==> src/rtl/uart_hs_pkg.sv <==
package uart_hs_pkg;
  localparam int unsigned SEL_W   = 2;
  localparam int unsigned NUM_LVL = 1 << SEL_W;

  // idx 0..3 -> ordered trigger levels for a FIFO of the given depth
  function automatic int unsigned trig_lvl(int unsigned depth, int unsigned idx);
    case (idx)
      0:       return depth / 4;
      1:       return depth / 2;
      2:       return (3 * depth) / 4;
      default: return depth - depth / 8;
    endcase
  endfunction
endpackage

==> src/rtl/uart_hs_sync.sv <==
module uart_hs_sync #(
  parameter int unsigned STAGES = 2,
  parameter logic        RST_VAL = 1'b0
) (
  input  logic clk_i,
  input  logic rst_ni,
  input  logic d_i,
  output logic q_o
);
  logic [STAGES-1:0] sr_q;

  always_ff @(posedge clk_i or negedge rst_ni) begin
    if (!rst_ni) sr_q <= {STAGES{RST_VAL}};
    else         sr_q <= {sr_q[STAGES-2:0], d_i};
  end

  assign q_o = sr_q[STAGES-1];
endmodule

==> src/rtl/uart_hs_rts.sv <==
module uart_hs_rts
  import uart_hs_pkg::*;
#(
  parameter int unsigned DEPTH = 32,
  localparam int unsigned CNT_W = $clog2(DEPTH + 1)
) (
  input  logic             clk_i,
  input  logic             rst_ni,
  input  logic             en_i,
  input  logic [SEL_W-1:0] sel_i,
  input  logic [CNT_W-1:0] cnt_i,
  input  logic             sw_rts_i,
  output logic             rts_o,
  output logic             irq_o
);
  localparam int unsigned TAB_N = NUM_LVL + 2;

  // [0]=empty release, [1..NUM_LVL]=trigger levels, [TAB_N-1]=full
  logic [CNT_W-1:0] lvl_tab [TAB_N];
  assign lvl_tab[0]       = CNT_W'(1);
  assign lvl_tab[TAB_N-1] = CNT_W'(DEPTH);
  for (genvar g = 0; g < NUM_LVL; g++) begin : g_lvl
    assign lvl_tab[g+1] = CNT_W'(trig_lvl(DEPTH, g));
  end

  logic [SEL_W:0]   idx;
  logic [CNT_W-1:0] lo, lvl, hi;
  logic             stop_q, irq_q;

  always_comb begin
    idx = {1'b0, sel_i};
    lo  = lvl_tab[idx];
    lvl = lvl_tab[idx + 1'b1];
    hi  = lvl_tab[idx + 2'd2];
  end

  always_ff @(posedge clk_i or negedge rst_ni) begin
    if (!rst_ni) begin
      stop_q <= 1'b0;
      irq_q  <= 1'b0;
    end else begin
      irq_q <= en_i && (cnt_i >= lvl);
      if (!en_i)            stop_q <= 1'b0;
      else if (cnt_i >= hi) stop_q <= 1'b1;
      else if (cnt_i < lo)  stop_q <= 1'b0;
    end
  end

  assign rts_o = en_i ? stop_q : sw_rts_i;
  assign irq_o = irq_q;
endmodule

==> src/rtl/uart_hs_cts.sv <==
module uart_hs_cts (
  input  logic clk_i,
  input  logic rst_ni,
  input  logic en_i,
  input  logic cts_i,
  input  logic boundary_i,
  output logic permit_o
);
  logic cts_s, permit_q;

  uart_hs_sync #(.STAGES(2), .RST_VAL(1'b0)) u_sync (
    .clk_i (clk_i),
    .rst_ni(rst_ni),
    .d_i   (cts_i),
    .q_o   (cts_s)
  );

  // re-evaluate only ahead of the next character load
  always_ff @(posedge clk_i or negedge rst_ni) begin
    if (!rst_ni)         permit_q <= 1'b1;
    else if (!en_i)      permit_q <= 1'b1;
    else if (boundary_i) permit_q <= !cts_s;
  end

  assign permit_o = permit_q;
endmodule

==> src/rtl/uart_hs_flow.sv <==
module uart_hs_flow
  import uart_hs_pkg::*;
#(
  parameter int unsigned DEPTH = 32,
  localparam int unsigned CNT_W = $clog2(DEPTH + 1)
) (
  input  logic             clk_i,
  input  logic             rst_ni,
  input  logic             auto_cts_en_i,
  input  logic             auto_rts_en_i,
  input  logic [SEL_W-1:0] trig_sel_i,
  input  logic [CNT_W-1:0] rx_count_i,
  input  logic             sw_rts_i,
  input  logic             cts_i,
  input  logic             tx_boundary_i,
  output logic             rts_o,
  output logic             tx_permit_o,
  output logic             rx_irq_o
);
  uart_hs_rts #(.DEPTH(DEPTH)) u_rts (
    .clk_i   (clk_i),
    .rst_ni  (rst_ni),
    .en_i    (auto_rts_en_i),
    .sel_i   (trig_sel_i),
    .cnt_i   (rx_count_i),
    .sw_rts_i(sw_rts_i),
    .rts_o   (rts_o),
    .irq_o   (rx_irq_o)
  );

  uart_hs_cts u_cts (
    .clk_i     (clk_i),
    .rst_ni    (rst_ni),
    .en_i      (auto_cts_en_i),
    .cts_i     (cts_i),
    .boundary_i(tx_boundary_i),
    .permit_o  (tx_permit_o)
  );
endmodule

==> config.mk <==
export PLATFORM = sky130hd
export DESIGN_NAME = uart_hs_flow
export DESIGN_NICKNAME = d
export VERILOG_FILES = /design/src/rtl/uart_hs_pkg.sv /design/src/rtl/uart_hs_sync.sv /design/src/rtl/uart_hs_rts.sv /design/src/rtl/uart_hs_cts.sv /design/src/rtl/uart_hs_flow.sv
export SDC_FILE = /design/constraint.sdc
export NUM_CORES = 1
export LEC_CHECK = 0
export BUFFER_PORTS_ARGS = -buffer_cell sky130_fd_sc_hd__buf_2
export CORE_AREA = 4 4 41 43
export CTS_CLUSTER_DIAMETER = 100
export CTS_CLUSTER_SIZE = 28
export DETAILED_ROUTE_END_ITERATION = 7
export DIE_AREA = 0 0 45 47
export SLEW_MARGIN = 40
export SYNTH_ARGS = -nofsm -noshare
export SYNTH_HDL_FRONTEND = slang
export SYNTH_SLANG_ARGS = --single-unit
==> constraint.sdc <==
create_clock -name clk_i -period 1.25 [get_ports clk_i]
set_clock_uncertainty 0.05 [all_clocks]
set_input_delay 0.1875 -clock clk_i [delete_from_list [all_inputs] [get_ports clk_i]]
set_output_delay 0.1875 -clock clk_i [all_outputs]
set_load 0.05 [all_outputs]
==> results of run 1 <==
registers in the layout (all words and copies together), names as in the netlist:
| signal | cells |
|---|---|
| u_cts.u_sync.sr_q | 2 |
| u_cts.permit_o | 1 |
| u_rts.stop_q | 1 |
| u_rts.irq_o | 1 |
cell usage in the layout (no fill, tap or decap), drive strengths merged, types with 2 or more instances in the layout:
cell type / count
dfrtp: 4
o211ai: 2
inv: 7
nand2: 3
nor2: 3
dlygate4sd3: 2
a21oi: 3
ha: 17
buf: 38
o21ai: 4
clkbuf: 4
stage by stage:
stage	setup TNS [ns]	hold WS (ns)	power [W]
finish	-0.5217	0.01331	0.0006222
global route	-0.7024	0.02362	0.0006721
CTS	-0.5421	0.0002413	0.0006263
detailed placement	-1.221	-0.04643	0.0004138
global placement	-1.191	-0.04676	0.0004086
floorplan	-0.6350	-0.1581	0.0002989
path summary, 6_finish.rpt:
| check | cells after the start | start | endpoint | slack (ns) |
|---|---|---|---|---|
| worst max-delay path | 10 | trig_sel_i[0] | u_rts.stop_q | -0.29 |
| worst min-delay path | 2 | auto_cts_en_i | u_cts.permit_o | 0.01 |
| worst max register to register | 3 | u_rts.stop_q | u_rts.stop_q | 0.32 |
| worst min register to register | 0 | u_cts.u_sync.sr_q[0] | u_cts.u_sync.sr_q[1] | 0.30 |
| max in group asynchronous | 2 | rst_ni | u_cts.permit_o | 0.71 |
| min in group asynchronous | 2 | rst_ni | u_cts.u_sync.sr_q[1] | 0.23 |
cells by family (layout without fill, tap and decap cells):
kind of cell | count (synthesis) | in the layout | synth area share, %
AND/OR/NAND/NOR | 11 | 11 | 11.78
buffers and inverters | 7 | 51 | 5.049
multiplexers | 1 | 1 | 2.163
adder cells (fa/ha/maj) | 17 | 17 | 40.86
flip-flops | 5 | 5 | 24.28
AO/OA/AOI/OAI | 12 | 12 | 15.87
area by class of cell:
type                    count  share of cell area, %
clock buffers               4                  2.901
inverters                   7                  3.177
multi-input cells          41                  45.30
repair buffers             40                  32.60
well taps                  15                  2.072
flip-flops and latches      5                  13.95
metal layers:
layer  vias up  GRT usage (%)  wire length, um  part of all wire, %
met1       245          15.14              544                   43
met5         -              0                0                    0
met2        19          26.27              627                   50
met4         0          5.263                0                    0
li1        281              -                -                    -
met3         0          3.448               85                  6.8
power groups by stage:
stage               logic [W]  registers (W)  clock network, W
floorplan            0.000103       0.000196                 0
global placement     0.000228       0.000181                 0
detailed placement   0.000232       0.000182                 0
CTS                  0.000257       0.000180          0.000189
global route         0.000289       0.000180          0.000203
finish               0.000259       0.000180          0.000184
worst max-delay path, delay by kind of cell:
| family | cells | cell delay [ns] |
|---|---|---|
| simple gates | 1 | 0.51 |
| buf+inv | 4 | 0.30 |
| compound gates | 3 | 0.33 |
| fa+ha+maj | 2 | 0.28 |
repair_timing:
item	4_1_cts	5_1_grt
resized for setup	12	1
setup buffers	1	0
cloned	0	0
hold buffers	1	1
pin swaps	10	0
endpoints found under the hold margin	5	1
setup endpoints to repair	4	3
==> impl_results.md, run 1 <==
* CTS clk-pin slew, worst paths at 0.04 ns
* Gr usage total at 14.03%
* Mapped Area at 520.5 um^2
* Internal power at 0.0004323 W
* Violated checks: setup timing
* Vias in the first global route at around 540
* Chip Height at 47 um
* Synth Area per Inst at between 9 and 10 um^2
* Initial antenna violation count at 0
* Antenna diodes at 0
* Area Overhead vs Synth at 74.04%
* Clock Tree Buf Depth at 2
* Skew-Pair Late Insertion Delay at 0.24 ns
* Ys async rst share at 100.0%
* Register area share after synthesis at about 24%
* Startpoint Class: input port
* CP Capture Type: flop
* Clock Sinks at 5
* Crit path cell chain: buf_8 > inv_4 > ha_4 > inv_2 > buf_4 > ha_2 > or4b_1 > o211ai_2 > a21oi_2 > o21a_1
* Multi-input gate area in the final layout at 410.4 um^2
* Layout cells sized above 1 at 54.64%
* Routability Congestion at between 0.7 and 0.8
* Final Hold Vio Count at 0
* Max-slew headroom at 81.64%
* NetSw at 0.0001899 W
* Worst-margin pin slew at 0.2718 ns
* Comb power frac at 41.6%
* Nets at 130
* Status: finished with violations
* Commonest cells in the netlist: 17 x ha_1, 7 x inv_1, 4 x dfrtp_1, 4 x o21ai_0
* Setup Viol. Count Final at 3
* Post-DP Area at 810.8 um^2
* Area contributors post-synth: ha_1 41%, dfrtp_1 19%, dfstp_2 5.0%
* Crit-path max FO at 4
* Residual DRC at 0
* H-Tree Depth at 1
* Finished Cell Area at 905.9 um^2
* Antenna Violating Nets Remaining at 0
* I/O Pins at 18
* HPWL Detailed at 1.047 mm
* CP required at 1.33 ns
* Synth Instances at 53
* Sequential group share of total power at 28.9%
* Core area at between 1000 and 1500 um^2
* Synth Flop Type: dfrtp_1
* CTS tree: done
* Post-synth EDFFs at 0
* Clock share of power at slightly below 30%
* Final core utilization at between 60% and 70%
* Wirelength per Cell at 11.22 um
* Netlist cell types at 20
* Slowest cell on the critical path: or4b_1
* Hold/Removal Path Class: in -> reg
* IO Port Bufs at 17
* Max Cap Viol at 0
* DRT Wirelength at 1.257 mm
* Leak Pwr at 0.4676 nW
* Synth warn at 0
* Initial DRC count at 0
* Row Count at 13
* Num CTS Buffers at 3
* RSZ-0062 raised after global routing: true
* DR vias at 545
* Non-Filler Instances at 112
* Synth top area share at about two fifths
* Pwr dens at around 690 nW/um^2
* Critical path class: in -> reg
* Tcrit/Tclk final at 123.0%
* Crit-path max cell delay at a little over 0.5 ns
* Slew Limit Fails at 0
* Dpl cells at approximately 110
* Largest net degree at the start of global routing at 6
* Peak VDD IR at between 300 and 400 uV
* CTS Root Buffer Type: clkbuf_4
* First-pass GRT wire length at approximately 2.1 mm
* Area leader, netlist: ha_1
* Setup slack after layout at -0.2870 ns
* CP Data Arrival Time at 1.61 ns
* DP Worst Slack at -0.6434 ns
* Gr ovfl total at 0
* Fillcell total at 115
* Die Area at approximately 2100 um^2
* Post-route minimum period at between 1.5 and 2 ns
* Pre-antenna DRT Iters at 1
* FF+latch count, synth at 5
* Syn nets at 85
* Register Area at between 100 and 150 um^2
* Die W at 45 um
* Initial core utilization at 40.00%
* Fmax at 650.6 MHz
* Count leader, synth: ha_1
* Vias/cell at 4.866
* Switching Fraction at 30.52%
Power figures use the tool's default switching activity.
==> run 2: changes to the inputs <==
--- a/config.mk
+++ b/config.mk
@@ -11,6 +11,7 @@
 export CTS_CLUSTER_SIZE = 28
 export DETAILED_ROUTE_END_ITERATION = 7
 export DIE_AREA = 0 0 45 47
+export RECOVER_POWER = 25
 export SLEW_MARGIN = 40
 export SYNTH_ARGS = -nofsm -noshare
 export SYNTH_HDL_FRONTEND = slang
==> impl_results.md, run 2 (synthesized netlist as in run 1, its figures left out) <==
* Status: finished with violations
* Violated checks: setup timing
* DRT Wirelength at 1.255 mm
* Worst-margin pin slew at 0.2718 ns
* Internal power at 0.0004318 W
* Fillcell total at approximately 120
* IO Port Bufs at 17
* Leak Pwr at approximately 0.46 nW
* Multi-input gate area in the final layout at ~410 um^2
* Max Cap Viol at 0
* Layout cells sized above 1 at 53.61%
* Final Hold Vio Count at 0
* Sequential group share of total power at 28.9%
* Core area at 1301 um^2
* Hold/Removal Path Class: in -> reg
* Switching Fraction at 30.55%
* First-pass GRT wire length at 2.125 mm
* NetSw at 0.0001900 W
* I/O Pins at 18
* Slowest cell on the critical path: or4b_1
* Max reg flops at 2
* Largest net degree at the start of global routing at 6
* Most common cell after layout, fill and taps aside: buf_4
* CTS tree: done
* Initial antenna violation count at 0
* Num CTS Buffers at 3
* Antenna Violating Nets Remaining at 0
* CP Data Arrival Time at roughly 1.6 ns
* Setup slack after layout at -0.2869 ns
* Setup Viol. Count Final at 3
* Clock share of power at approximately 30%
* Post-DP Area at ~800 um^2
* Critical path class: in -> reg
* CTS clk-pin slew, worst paths at 0.04 ns
* Crit-path max cell delay at 0.51 ns
* Comb power frac at 41.5%
* Gr ovfl total at 0
* Startpoint Class: input port
* Die W at 45 um
* Pre-antenna DRT Iters at 1
* Wirelength per Cell at 11.21 um
* Max-slew headroom at around four fifths
* Crit path cell chain: buf_8 > inv_4 > ha_4 > inv_2 > buf_4 > ha_2 > or4b_1 > o211ai_2 > a21oi_2 > o21a_1
* Vias/cell at 4.866
* Post-route minimum period at roughly 1.5 ns
* Slew Limit Fails at 0
* Area Overhead vs Synth at 73.80%
* DR vias at between 500 and 600
* RSZ-0062 raised after global routing: true
* HPWL Detailed at 1.047 mm
* Final core utilization at between 60% and 70%
* Tcrit/Tclk final at 123.0%
* CTS Root Buffer Type: clkbuf_4
* CP required at roughly 1.3 ns
* Nets at 130
* Chip Height at ~47 um
* Clock Sinks at 5
* Clock Tree Buf Depth at 2
* Most frequent cells in the layout: 21 x buf_4, 13 x ha_1, 12 x buf_2
* Vias in the first global route at 543
* Crit-path max FO at 4
* Initial DRC count at 0
* Peak VDD IR at 389.0 uV
* CP Capture Type: flop
* Row Count at 13
* Routability Congestion at 0.7683
* Skew-Pair Late Insertion Delay at 0.24 ns
* H-Tree Depth at 1
* Finished Cell Area at 904.6 um^2
* Fmax at 650.6 MHz
* Register Area at about 130 um^2
* Initial core utilization at 40.00%
* Pwr dens at 687.4 nW/um^2
* Residual DRC at 0
* Antenna diodes at 0
* Die Area at 2115 um^2
* Largest register by flop count: u_cts.u_sync.sr_q
* Gr usage total at between 10% and 20%
[run 2: metal layers]
| metal | global-route usage, % | part of all wire [%] |
|---|---|---|
| met5 | 0 | 0 |
| met1 | 15.14 | 43 |
| met4 | 5.263 | 0 |
| met3 | 3.448 | 6.8 |
| met2 | 26.27 | 50 |
[run 2: area by class of cell]
| cell class | count | share of cell area, % |
|---|---|---|
| multi-input combinational | 41 | 45.37 |
| tap | 15 | 2.075 |
| inverter | 7 | 3.181 |
| clock buffer | 4 | 2.905 |
| timing repair buffer | 40 | 32.50 |
| sequential | 5 | 13.97 |
[run 2: worst paths after layout]
path                                            from              endpoint  slack (ns)  depth (start not counted)
worst min register to register  u_cts.u_sync.sr_q[0]  u_cts.u_sync.sr_q[1]        0.30                          0
worst min-delay path                   auto_cts_en_i        u_cts.permit_o        0.01                          2
worst max register to register          u_rts.stop_q          u_rts.stop_q        0.32                          3
worst max-delay path                   trig_sel_i[0]          u_rts.stop_q       -0.29                         10
max in group asynchronous                     rst_ni        u_cts.permit_o        0.62                          2
min in group asynchronous                     rst_ni  u_cts.u_sync.sr_q[1]        0.27                          2
[run 2: power groups by stage]
stage | clock (W) | sequential (W) | combinational (W)
final | 0.000184 | 0.000180 | 0.000258
after global routing | 0.000203 | 0.000180 | 0.000288
after CTS | 0.000189 | 0.000180 | 0.000257
after detailed placement | 0 | 0.000182 | 0.000232
after global placement | 0 | 0.000181 | 0.000228
after floorplan | 0 | 0.000196 | 0.000103
[run 2: what timing repair did]
action / 4_1_cts / 5_1_grt
hold buffers: 1 / 1
gates resized for setup: 12 / 1
endpoints found under the setup margin: 4 / 3
pin swaps: 10 / 0
hold endpoints to repair: 5 / 1
buffers inserted: 1 / 0
[run 2: worst max-delay path, delay by kind of cell]
| family | cells | cell delay (ns) |
|---|---|---|
| compound gates | 3 | 0.33 |
| fa+ha+maj | 2 | 0.28 |
| buf+inv | 4 | 0.30 |
| simple gates | 1 | 0.51 |
[run 2: stage by stage]
| stage | hold slack, ns | setup WS, ns | total power, W | cells | TNS (ns) |
|---|---|---|---|---|---|
| global route | 0.02362 | -0.3569 | 0.0006717 | 112 | -0.7024 |
| detailed placement | -0.04643 | -0.6434 | 0.0004138 | 105 | -1.221 |
| CTS | 0.0002413 | -0.2867 | 0.0006263 | 111 | -0.5421 |
| global placement | -0.04676 | -0.6305 | 0.0004086 | 105 | -1.191 |
| finish | 0.01325 | -0.2869 | 0.0006218 | 112 | -0.5217 |
| floorplan | -0.1581 | -0.4384 | 0.0002989 | 53 | -0.6350 |
